$ cat config.mk
export PLATFORM = sky130hd
export DESIGN_NAME = rx_ready_sched
export DESIGN_NICKNAME = d
export VERILOG_FILES = /design/src/rtl/rx_ready_sched_pkg.sv /design/src/rtl/rx_ready_sched_ctrl.sv /design/src/rtl/rx_ready_sched_dp.sv /design/src/rtl/rx_ready_sched.sv
export SDC_FILE = /design/constraint.sdc
export NUM_CORES = 1
export LEC_CHECK = 0
export BUFFER_PORTS_ARGS = -buffer_cell sky130_fd_sc_hd__buf_2
export CELL_PAD_IN_SITES_DETAIL_PLACEMENT = 2
export CELL_PAD_IN_SITES_GLOBAL_PLACEMENT = 2
export CORE_UTILIZATION = 24
export CTS_BUF_LIST = sky130_fd_sc_hd__clkbuf_16
export DETAILED_ROUTE_END_ITERATION = 8
export PLACE_DENSITY_LB_ADDON = 0.1
export SLEW_MARGIN = 5
export SYNTH_ARGS = -nofsm -noshare
export SYNTH_HDL_FRONTEND = slang
export SYNTH_HIERARCHICAL = 1
export SYNTH_SLANG_ARGS = --single-unit
$ cat constraint.sdc
create_clock -name clk -period 1.9 [get_ports clk]
set_clock_uncertainty 0.2 [all_clocks]
set_input_delay 0.19 -clock clk [delete_from_list [all_inputs] [get_ports clk]]
set_output_delay 0.19 -clock clk [all_outputs]
set_load 0.03 [all_outputs]
$ cat src/rtl/rx_ready_sched_pkg.sv
package rx_ready_sched_pkg;

  typedef enum logic [1:0] {
    CLS_ZERO,
    CLS_FULL,
    CLS_DEFER
  } pktClass_t;

  typedef struct packed {
    logic setIrq;
    logic clrIrq;
    logic setPend;
    logic clrPend;
    logic loadLen;
    logic lenZero;
  } schedStrobe_t;

endpackage

$ cat src/rtl/rx_ready_sched_ctrl.sv
module rx_ready_sched_ctrl
  import rx_ready_sched_pkg::*;
#(
  parameter int LEN_W = 11
) (
  input  logic             pktValid,
  input  logic [LEN_W-1:0] pktLen,
  input  logic             pktZero,
  input  logic             tcEnd,
  input  logic [LEN_W-1:0] maxPkt,
  input  logic             drainDone,
  input  logic             deferMode,
  input  logic             dirTx,
  input  logic             irqClrWr,
  input  logic             pendQ,
  output schedStrobe_t     strb
);

  logic      deferActive;
  pktClass_t pktClass;
  logic      drainFires;

  assign deferActive = deferMode & ~dirTx;
  assign drainFires  = drainDone & pendQ;

  // Zero length has priority over counter end; counter end over size.
  always_comb begin
    if (pktZero)              pktClass = CLS_ZERO;
    else if (tcEnd)           pktClass = CLS_DEFER;
    else if (pktLen >= maxPkt) pktClass = CLS_FULL;
    else                      pktClass = CLS_DEFER;
  end

  always_comb begin
    strb         = '0;
    strb.clrIrq  = irqClrWr;
    strb.loadLen = pktValid;
    strb.lenZero = pktZero;
    strb.clrPend = drainFires;
    strb.setIrq  = drainFires;
    if (pktValid) begin
      if (!deferActive) begin
        strb.setIrq = 1'b1;
      end else begin
        unique case (pktClass)
          CLS_ZERO:  strb.setIrq  = 1'b1;
          CLS_DEFER: strb.setPend = 1'b1;
          default:   ;
        endcase
      end
    end
  end

endmodule

$ cat src/rtl/rx_ready_sched_dp.sv
module rx_ready_sched_dp
  import rx_ready_sched_pkg::*;
#(
  parameter int LEN_W = 11
) (
  input  logic             clk,
  input  logic             rst,
  input  schedStrobe_t     strb,
  input  logic [LEN_W-1:0] pktLen,
  output logic             pendQ,
  output logic             irqQ,
  output logic [LEN_W-1:0] lenQ
);

  always_ff @(posedge clk) begin
    if (rst) begin
      pendQ <= 1'b0;
      irqQ  <= 1'b0;
      lenQ  <= '0;
    end else begin
      // A new arming wins over a drain in the same cycle.
      if (strb.setPend)      pendQ <= 1'b1;
      else if (strb.clrPend) pendQ <= 1'b0;

      // A set wins over a software clear in the same cycle.
      if (strb.setIrq)      irqQ <= 1'b1;
      else if (strb.clrIrq) irqQ <= 1'b0;

      if (strb.loadLen) lenQ <= strb.lenZero ? '0 : pktLen;
    end
  end

endmodule

$ cat src/rtl/rx_ready_sched.sv
module rx_ready_sched
  import rx_ready_sched_pkg::*;
#(
  parameter int LEN_W = 11
) (
  input  logic             clk,
  input  logic             rst,
  input  logic             pktValid,
  input  logic [LEN_W-1:0] pktLen,
  input  logic             pktZero,
  input  logic             tcEnd,
  input  logic [LEN_W-1:0] maxPkt,
  input  logic             drainDone,
  input  logic             deferMode,
  input  logic             dirTx,
  input  logic             irqClrWr,
  output logic             irqStatus,
  output logic [LEN_W-1:0] lastLen
);

  schedStrobe_t strb;
  logic         pendQ;

  rx_ready_sched_ctrl #(.LEN_W(LEN_W)) uCtrl (
    .pktValid (pktValid),
    .pktLen   (pktLen),
    .pktZero  (pktZero),
    .tcEnd    (tcEnd),
    .maxPkt   (maxPkt),
    .drainDone(drainDone),
    .deferMode(deferMode),
    .dirTx    (dirTx),
    .irqClrWr (irqClrWr),
    .pendQ    (pendQ),
    .strb     (strb)
  );

  rx_ready_sched_dp #(.LEN_W(LEN_W)) uDp (
    .clk   (clk),
    .rst   (rst),
    .strb  (strb),
    .pktLen(pktLen),
    .pendQ (pendQ),
    .irqQ  (irqStatus),
    .lenQ  (lastLen)
  );

endmodule

== Yosys cells after proc, flatten, opt, wreduce, memory -nomap -nowiden ==
Index checks and enable logic that the tools add are counted.

* Flip-flop bits (word level): 13
* Input bits: 31
* Output and inout port bits: 12
* Logic and storage cells: 25

* $lt $le $gt $ge: 1
* Eq/ne operators: 1
* Muxes and demuxes: 14
* Bitwise logic cells: 3
* Reduce and logical (&&, ||, !) cells: 3

{| class="wikitable"
|+ Operator list
! kind !! number
|-
| $ge A11 B11 Y1 || 1
|-
| $mux W11 || 1
|-
| $mux W1 || 10
|-
| $mux W2 || 3
|-
| $reduce_bool A2 Y1 || 2
|-
| $and A1 B1 Y1 || 2
|-
| $eq A2 B2 Y1 const B || 1
|-
| $logic_not A2 Y1 || 1
|-
| $not A1 Y1 || 1
|}

== Longest topological paths before layout ==
Gate-level depths: netlist of the first run.

* Word-level depth: 9
* Mapped depth: 8
* Mapped depth without buffers: 8

== Hierarchy ==
Netlist of the first run, hierarchy kept.

{| class="wikitable"
|+ By module, submodules not included
! module !! times used !! cells an instance !! area each (sq um) !! seq. area each (sq um)
|-
| rx_ready_sched_dp || 1 || 56 || 519.2 || 260.2
|-
| rx_ready_sched_ctrl || 1 || 47 || 339.1 || 0.0
|}

== Worst setup path before layout of the first run ==
OpenSTA, ideal clock, no wires.

* Path type: input-to-reg
* From: input port maxPkt[8]
* To: register uDp.pendQ
* Setup time: 70 ps
* Arrival: 1268 ps
* Data required time: 1630 ps
* Slack: 362 ps
* Cell stages on the path: 8
* Buffers on the path: 0
* Cell sequence: inv_1 -> ha_1 -> a21o_1 -> a211oi_2 -> o311a_1 -> o31a_1 -> inv_1 -> a21oi_1

{| class="wikitable"
|+ RTL lines
! what !! line !! text
|-
| start: declaration || rx_ready_sched.sv:12 || <nowiki>input logic [LEN_W-1:0] maxPkt,</nowiki>
|-
| end signal: assignment || rx_ready_sched_dp.sv:17 || <nowiki>pendQ <= 1'b0;</nowiki>
|-
| end signal: assignment || rx_ready_sched_dp.sv:22 || <nowiki>if (strb.setPend) pendQ <= 1'b1;</nowiki>
|-
| end signal: assignment || rx_ready_sched_dp.sv:23 || <nowiki>else if (strb.clrPend) pendQ <= 1'b0;</nowiki>
|-
| end: declaration || rx_ready_sched_dp.sv:10 || <nowiki>output logic pendQ,</nowiki>
|}

==> results of run 1 <==
==> through the flow <==
step	std cells	hold slack [ns]	util	total power [mW]	cell area (sq um)
5_1_grt	188	0.0451	0.342	0.872	1160
3_5_place_dp	184	0.268	0.319	0.457	1080
3_3_place_gp	184	0.251	0.319	0.449	1080
6_report	188	0.0312	0.342	0.827	1160
2_1_floorplan	103	0.0591	-	0.394	858
4_1_cts	188	0.0291	0.342	0.844	1160
==> worst max path at each step <==
stage | end
floorplan | uDp/pendQ$_SDFFE_PP0P_
global placement | uDp/pendQ$_SDFFE_PP0P_
detailed placement | uDp/pendQ$_SDFFE_PP0P_
CTS | uDp/pendQ$_SDFFE_PP0P_
global route | uDp/pendQ$_SDFFE_PP0P_
finish | uDp/pendQ$_SDFFE_PP0P_
==> flip-flops by register name, indices dropped and copies added (netlist names) <==
register   cells
uDp/irqQ       1
uDp/lenQ      11
uDp/pendQ      1
==> area by class of cell <==
| type | count | area share |
|---|---|---|
| inverters | 14 | 0.0453 |
| flip-flops and latches | 13 | 0.224 |
| clock inverters | 1 | 0.00324 |
| well taps | 46 | 0.0496 |
| repair buffers | 43 | 0.188 |
| multi-input cells | 68 | 0.425 |
| clock buffers | 3 | 0.0647 |
==> where the power goes <==
part | switching [mW] | leakage [nW] | internal [mW]
logic | 0.0865 | 0.436 | 0.0702
clock network | 0.104 | 0.0423 | 0.276
registers | 0.00521 | 0.106 | 0.285
total | 0.195 | 0.584 | 0.632
==> cells by family (layout without fill, tap and decap cells) <==
kind of cell,after synthesis,after routing,synth area share
flip-flops,13,13,0.303
AND/OR/NAND/NOR,33,33,0.249
AO/OA/AOI/OAI,24,24,0.165
buffers and inverters,22,61,0.122
adder cells (fa/ha/maj),11,11,0.160
==> routing by layer <==
metal | vias to the layer above | wire [um] | GRT usage
met4 | 0 | 12 | 0.0381
met2 | 26 | 1080 | 0.220
met5 | - | 0 | 0
li1 | 417 | - | -
met1 | 377 | 947 | 0.132
met3 | 2 | 131 | 0.0311
==> synthesized netlist by cell type <==
cell      count  share of area
a21oi_1      17          0.099
inv_1        14          0.061
dfxtp_1      13           0.30
nand2b_1     13          0.095
ha_1         11           0.16
nand3b_1     11          0.096
buf_4         5          0.044
buf_2         3          0.017
nand2_1       3          0.013
nor2_1        2         0.0087
o21ai_0       2          0.012
a211oi_2      1          0.015
a21o_1        1         0.0087
and2_1        1         0.0073
nand4_1       1         0.0073
nor2b_1       1         0.0073
nor3b_2       1          0.015
o21bai_1      1         0.0087
o311a_1       1          0.012
o31a_1        1          0.010
==> critical path, delay by kind of cell <==
kind	cells	cell delay (ns)
fa+ha+maj	1	0.31
compound gates	5	0.80
buf+inv	2	0.15
==> results_dict.tcl, run 1 <==
set metrics [dict create \
    ctsHoldBuffers 0 \
    leakage_nw 0.584 \
    yosysWarnings 6 \
    clk_latency_ns 0.23 \
    cts_tree "built" \
    syn_inst 103 \
    initial_core_util 0.253 \
    clock_sinks 13 \
    wl_per_cell_um 11.6 \
    die_area_sq_mm 0.00382 \
    max_stage_delay_ns 0.31 \
    cp-end-kind "register" \
    grt_pass1_wl_um 3260 \
    startpoint "pktLen[8]" \
    via_count 822 \
    hpwl_um 1870 \
    syn-num-nets 145 \
    wirelength_um 2170 \
    nFillCells 408 \
    powerDensity_mw_per_mm2 713 \
    postSynthAreaPerCell_sq_um 8.33 \
    r2r_slack_ns 0.89 \
    dp_slack_ns 0.142 \
    crit_type "in -> reg" \
    grt_usage 0.119 \
    hold_start "irqClrWr" \
    vdd_drop_max_uv 270 \
    r2r_start "uDp/pendQ$_SDFFE_PP0P_" \
    post-route-min-period_ns 1.49 \
    drive_gt1_frac 0.338 \
    slowest_stage "ha_1" \
    hold_viol 0 \
    r2r_cells 4 \
    maxCapViolations 0 \
    clockRootBuffer "clkbuf_16" \
    io_pins 43 \
    setup_viol 0 \
    final_nets 185 \
    via_per_inst 4.37 \
    cts_resized 0 \
    io_buffer_count 42 \
    antenna_found_initial 0 \
    cts_setup_buffers 0 \
    syn_to_final_growth_pct 35.1 \
    n_antenna_cell 0 \
    ff_latch_area_sq_um 260 \
    cts.clk_slew.worst_paths_ns 0.04 \
    numCtsBuffers 3 \
    worstPathCellList "buf_2, ha_1, a21o_1, a211oi_2, o311a_1, o31a_1, inv_1, a21oi_1" \
    synth_area_sq_um 858 \
    worstPathArrival_ns 1.46 \
    cp-start-kind "input pin" \
    ys_seq_area_frac 0.303 \
    setup_tns_ns 0 \
    grt_max_degree 14 \
    synth.distinct_cells 20 \
    antenna_left 0 \
    overflow 0 \
    min_delay_worst_endpoint "uDp/irqQ$_SDFFE_PP0P_" \
    rows 21 \
    die_h_um 61.8 \
    final_common_cell "buf_2" \
    ctsHtreeMaxLevel 1 \
    setup_ws_ns 0.411 \
    holdPathStages 3 \
    multi_input_area_sq_um 493 \
    first_pass_iters 2 \
    fin_crit_sh 0.784 \
    grt_pass1_vias 779 \
    mostFrequentLayoutCells "42 x buf_2, 17 x a21oi_1, 15 x inv_1" \
    worst-path-max-fanout 2 \
    synth.ff_latch_count 13 \
    max_clock_freq_mhz 671 \
    cts_buffer_depth 2 \
    drtIter0Drc 9 \
    maxSlewViolCount 0 \
    core_sq_mm 0.00339 \
    drc 0 \
    critical_path_required_ns 1.87 \
    die_width_um 61.8 \
    r2r_end "uDp/irqQ$_SDFFE_PP0P_" \
    rsz0062_at_grt "no" \
    worst_pin_slew_ns 0.259 \
    relSlewSlack 0.827 \
    min_path_type "in -> reg" \
    place.gp.congestion 0.647 \
    status "finished clean" \
]
Power figures use the tool's default switching activity.
==> inputs of run 2 (changes only) <==
--- a/config.mk
+++ b/config.mk
@@ -5,10 +5,11 @@
 export SDC_FILE = /design/constraint.sdc
 export NUM_CORES = 1
 export LEC_CHECK = 0
+export ABC_AREA = 1
 export BUFFER_PORTS_ARGS = -buffer_cell sky130_fd_sc_hd__buf_2
 export CELL_PAD_IN_SITES_DETAIL_PLACEMENT = 2
 export CELL_PAD_IN_SITES_GLOBAL_PLACEMENT = 2
-export CORE_UTILIZATION = 24
+export CORE_UTILIZATION = 22
 export CTS_BUF_LIST = sky130_fd_sc_hd__clkbuf_16
 export DETAILED_ROUTE_END_ITERATION = 8
 export PLACE_DENSITY_LB_ADDON = 0.1
==> constraint.sdc (replaced) <==
create_clock -name clk -period 1.44 [get_ports clk]
set_clock_uncertainty 0.2 [all_clocks]
set_input_delay 0.144 -clock clk [delete_from_list [all_inputs] [get_ports clk]]
set_output_delay 0.144 -clock clk [all_outputs]
set_load 0.03 [all_outputs]
==> run 2 against run 1 <==
  * Synthesized cell count up 22%
  * Die area up 11%
  * Sequential power up 32%
  * Highest routed layer unchanged
  * Critical path type unchanged
  * Clock power up 34%
  * Largest cell class unchanged
==> results_dict.tcl, run 2 <==
set metrics [dict create \
    status "finished clean" \
    cp_top_family "simple AND/OR/NAND/NOR gates" \
    core_sq_mm 0.00374 \
    rows 22 \
    fin_util 0.351 \
    largest_reg_flops 11 \
    synth-edff-count 0 \
    hpwl_um 2280 \
    switching_share 0.260 \
    ys.flop_type "dfxtp_1" \
    drc 0 \
    worst-path-max-fanout 3 \
    synth.top_cell.area_share 0.298 \
    max_clock_freq_mhz 730 \
    relSlewSlack 0.755 \
    synth_area_leaders "dfxtp_1 30%, ha_1 16%, nand2_1 12%" \
    via_per_inst 4.35 \
    fin_crit_sh 0.951 \
    wirelength_um 2780 \
    cts.clk_slew.worst_paths_ns 0.04 \
    drive_gt1_frac 0.403 \
    n_antenna_cell 0 \
    cts_tree "built" \
    crit_buf_inv 1 \
    setup_viol 0 \
    final_cells 224 \
    place.gp.congestion 0.705 \
    clk_latency_ns 0.24 \
    post-route-min-period_ns 1.37 \
    die_h_um 65.0 \
    wl_per_cell_um 12.4 \
    largest_register "uDp/lenQ" \
    slowest_stage "ha_4" \
    mostFrequentLayoutCells "41 x buf_2, 28 x nand2_1, 19 x inv_1" \
    maxSlewViolCount 0 \
    r2r_start "uDp/pendQ$_SDFFE_PP0P_" \
    crit_cells 11 \
    dpl.cell_count 220 \
    power.switching_mw 0.303 \
    worstPathArrival_ns 1.29 \
    synth.distinct_cells 18 \
    leakage_nw 0.701 \
    pwr-share-comb 0.236 \
    io_pins 43 \
    syn_inst 126 \
    yosysMostFrequentCell "nand2_1" \
    nFillCells 487 \
    maxCapViolations 0 \
    antenna_found_initial 0 \
    startpoint "pktLen[10]" \
    r2r_end "uDp/pendQ$_SDFFE_PP0P_" \
    grt_pass1_wl_um 4550 \
    syn-num-nets 168 \
    die_area_sq_mm 0.00423 \
    r2r_cells 5 \
    crit_end "uDp/pendQ$_SDFFE_PP0P_" \
    synth_common_cells "28 x nand2_1, 21 x inv_1, 16 x a21oi_1, 13 x dfxtp_1, 13 x nand3_1" \
    top_regs "uDp/lenQ x11, uDp/irqQ x1, uDp/pendQ x1" \
    design_area_sq_mm 0.00131 \
    grt_pass1_vias 990 \
    hold_viol 0 \
    setup_ws_ns 0.0710 \
    final_nets 219 \
    ctsHtreeMaxLevel 1 \
    synth.ff_latch_count 13 \
    min_path_type "in -> reg" \
    placed_area_sq_mm 0.00117 \
    cp_common_cell "nor2_1" \
    postSynthAreaPerCell_sq_um 6.93 \
    overflow 0 \
    synth_area_sq_um 873 \
    crit_type "in -> reg" \
    async_reset_ff_frac 0 \
    clockRootBuffer "clkbuf_16" \
    via_count 975 \
    r2r_slack_ns 0.47 \
    pwr-share-clk 0.436 \
    first_pass_iters 2 \
    syn_to_final_growth_pct 50.3 \
    finalPower_mw 1.17 \
    yosysWarnings 6 \
    antenna_left 0 \
    drtIter0Drc 16 \
    clock_sinks 13 \
    synth_area_leader_cell "dfxtp_1" \
    grt_max_degree 15 \
    dp_slack_ns -0.171 \
    io_buffer_count 42 \
    cts_buffer_depth 2 \
    numCtsBuffers 3 \
    p_int_mw 0.864 \
    grt_usage 0.141 \
    ys_seq_area_frac 0.298 \
    vdd_drop_max_uv 346 \
    critical_path_required_ns 1.36 \
    powerDensity_mw_per_mm2 889 \
    max_stage_delay_ns 0.28 \
    cp-end-kind "register" \
    cts_setup_buffers 0 \
    cp-start-kind "input pin" \
    initial_core_util 0.233 \
    die_width_um 65.0 \
    worst_pin_slew_ns 0.368 \
    worstPathCellList "buf_2, ha_4, nand2_4, nor2_4, nand2_1, nor2_1, nor2_1, nand3_1, a21oi_2, a21oi_1, nor2_1" \
    final_common_cell "buf_2" \
    seqPwrFrac 0.328 \
]
## run 2: cell count changes after synthesis, moves of 4 or more
cell,previous run,this run
nand2_1,3,28
nand3_1,0,13
nor2_1,2,6
nand3b_1,11,0
nand2b_1,13,0
inv_1,14,21
## run 2: worst min path at each step
| stage | slack (ns) | from | cells past startpoint | endpoint |
|---|---|---|---|---|
| 2_1_floorplan | 0.01 | rst | 1 | uDp/lenQ[10]$_SDFFE_PP0P_ |
| 3_3_place_gp | 0.23 | irqClrWr | 4 | uDp/irqQ$_SDFFE_PP0P_ |
| 3_5_place_dp | 0.25 | irqClrWr | 4 | uDp/irqQ$_SDFFE_PP0P_ |
| 4_1_cts | 0.01 | irqClrWr | 4 | uDp/irqQ$_SDFFE_PP0P_ |
| 5_1_grt | 0.04 | irqClrWr | 4 | uDp/irqQ$_SDFFE_PP0P_ |
| 6_report | 0.005 | irqClrWr | 4 | uDp/irqQ$_SDFFE_PP0P_ |
## run 2: kinds of logic after synthesis
logic type | synth area share
compound gates | 0.113
buf+inv | 0.169
simple gates | 0.262
fa+ha+maj | 0.158
flops | 0.298
## run 2: cell type report
cell class,instances,area (sq um),area share
tap,48,60.1,0.0458
inverter,23,86.3,0.0658
clock inverter,1,3.75,0.00286
timing repair buffer,54,307,0.234
clock buffer,3,75.1,0.0572
sequential,13,260,0.198
multi-input combinational,82,520,0.397
## run 2: power by group through the flow
| stage | Combinational [mW] | Clock [mW] | Sequential [mW] |
|---|---|---|---|
| after global routing | 0.310 | 0.544 | 0.384 |
| after global placement | 0.248 | 0 | 0.389 |
| final | 0.275 | 0.508 | 0.383 |
| after detailed placement | 0.257 | 0 | 0.390 |
| after CTS | 0.260 | 0.521 | 0.383 |
| after floorplan | 0.122 | 0 | 0.416 |
## run 2: per-layer routing
metal,GRT usage,wire length [um],vias up
li1,-,-,496
met1,0.175,1230,457
met2,0.240,1410,20
met3,0.0141,106,2
met4,0.0667,32,0
met5,0,0,-
## run 2: repair_timing
| item | in CTS | in global routing |
|---|---|---|
| setup endpoints to repair | 0 | 1 |
| resized for setup | 0 | 9 |
| hold buffers | 0 | 0 |
| hold endpoints to repair | 0 | 0 |
## run 2: worst reg2reg max path, stage by stage (launching register included)
cell and delay [ns]:
dfxtp_1 0.33, nand2_1 0.08, inv_1 0.06, inv_1 0.03, a21oi_1 0.11, nor2_1 0.05
## run 2: through the flow
step / TNS (ns) / hold WS (ns)
floorplan: 0 / 0.0131
global placement: -0.0865 / 0.234
detailed placement: -0.171 / 0.254
CTS: 0 / 0.00984
global route: -0.0289 / 0.0426
finish: 0 / 0.00527
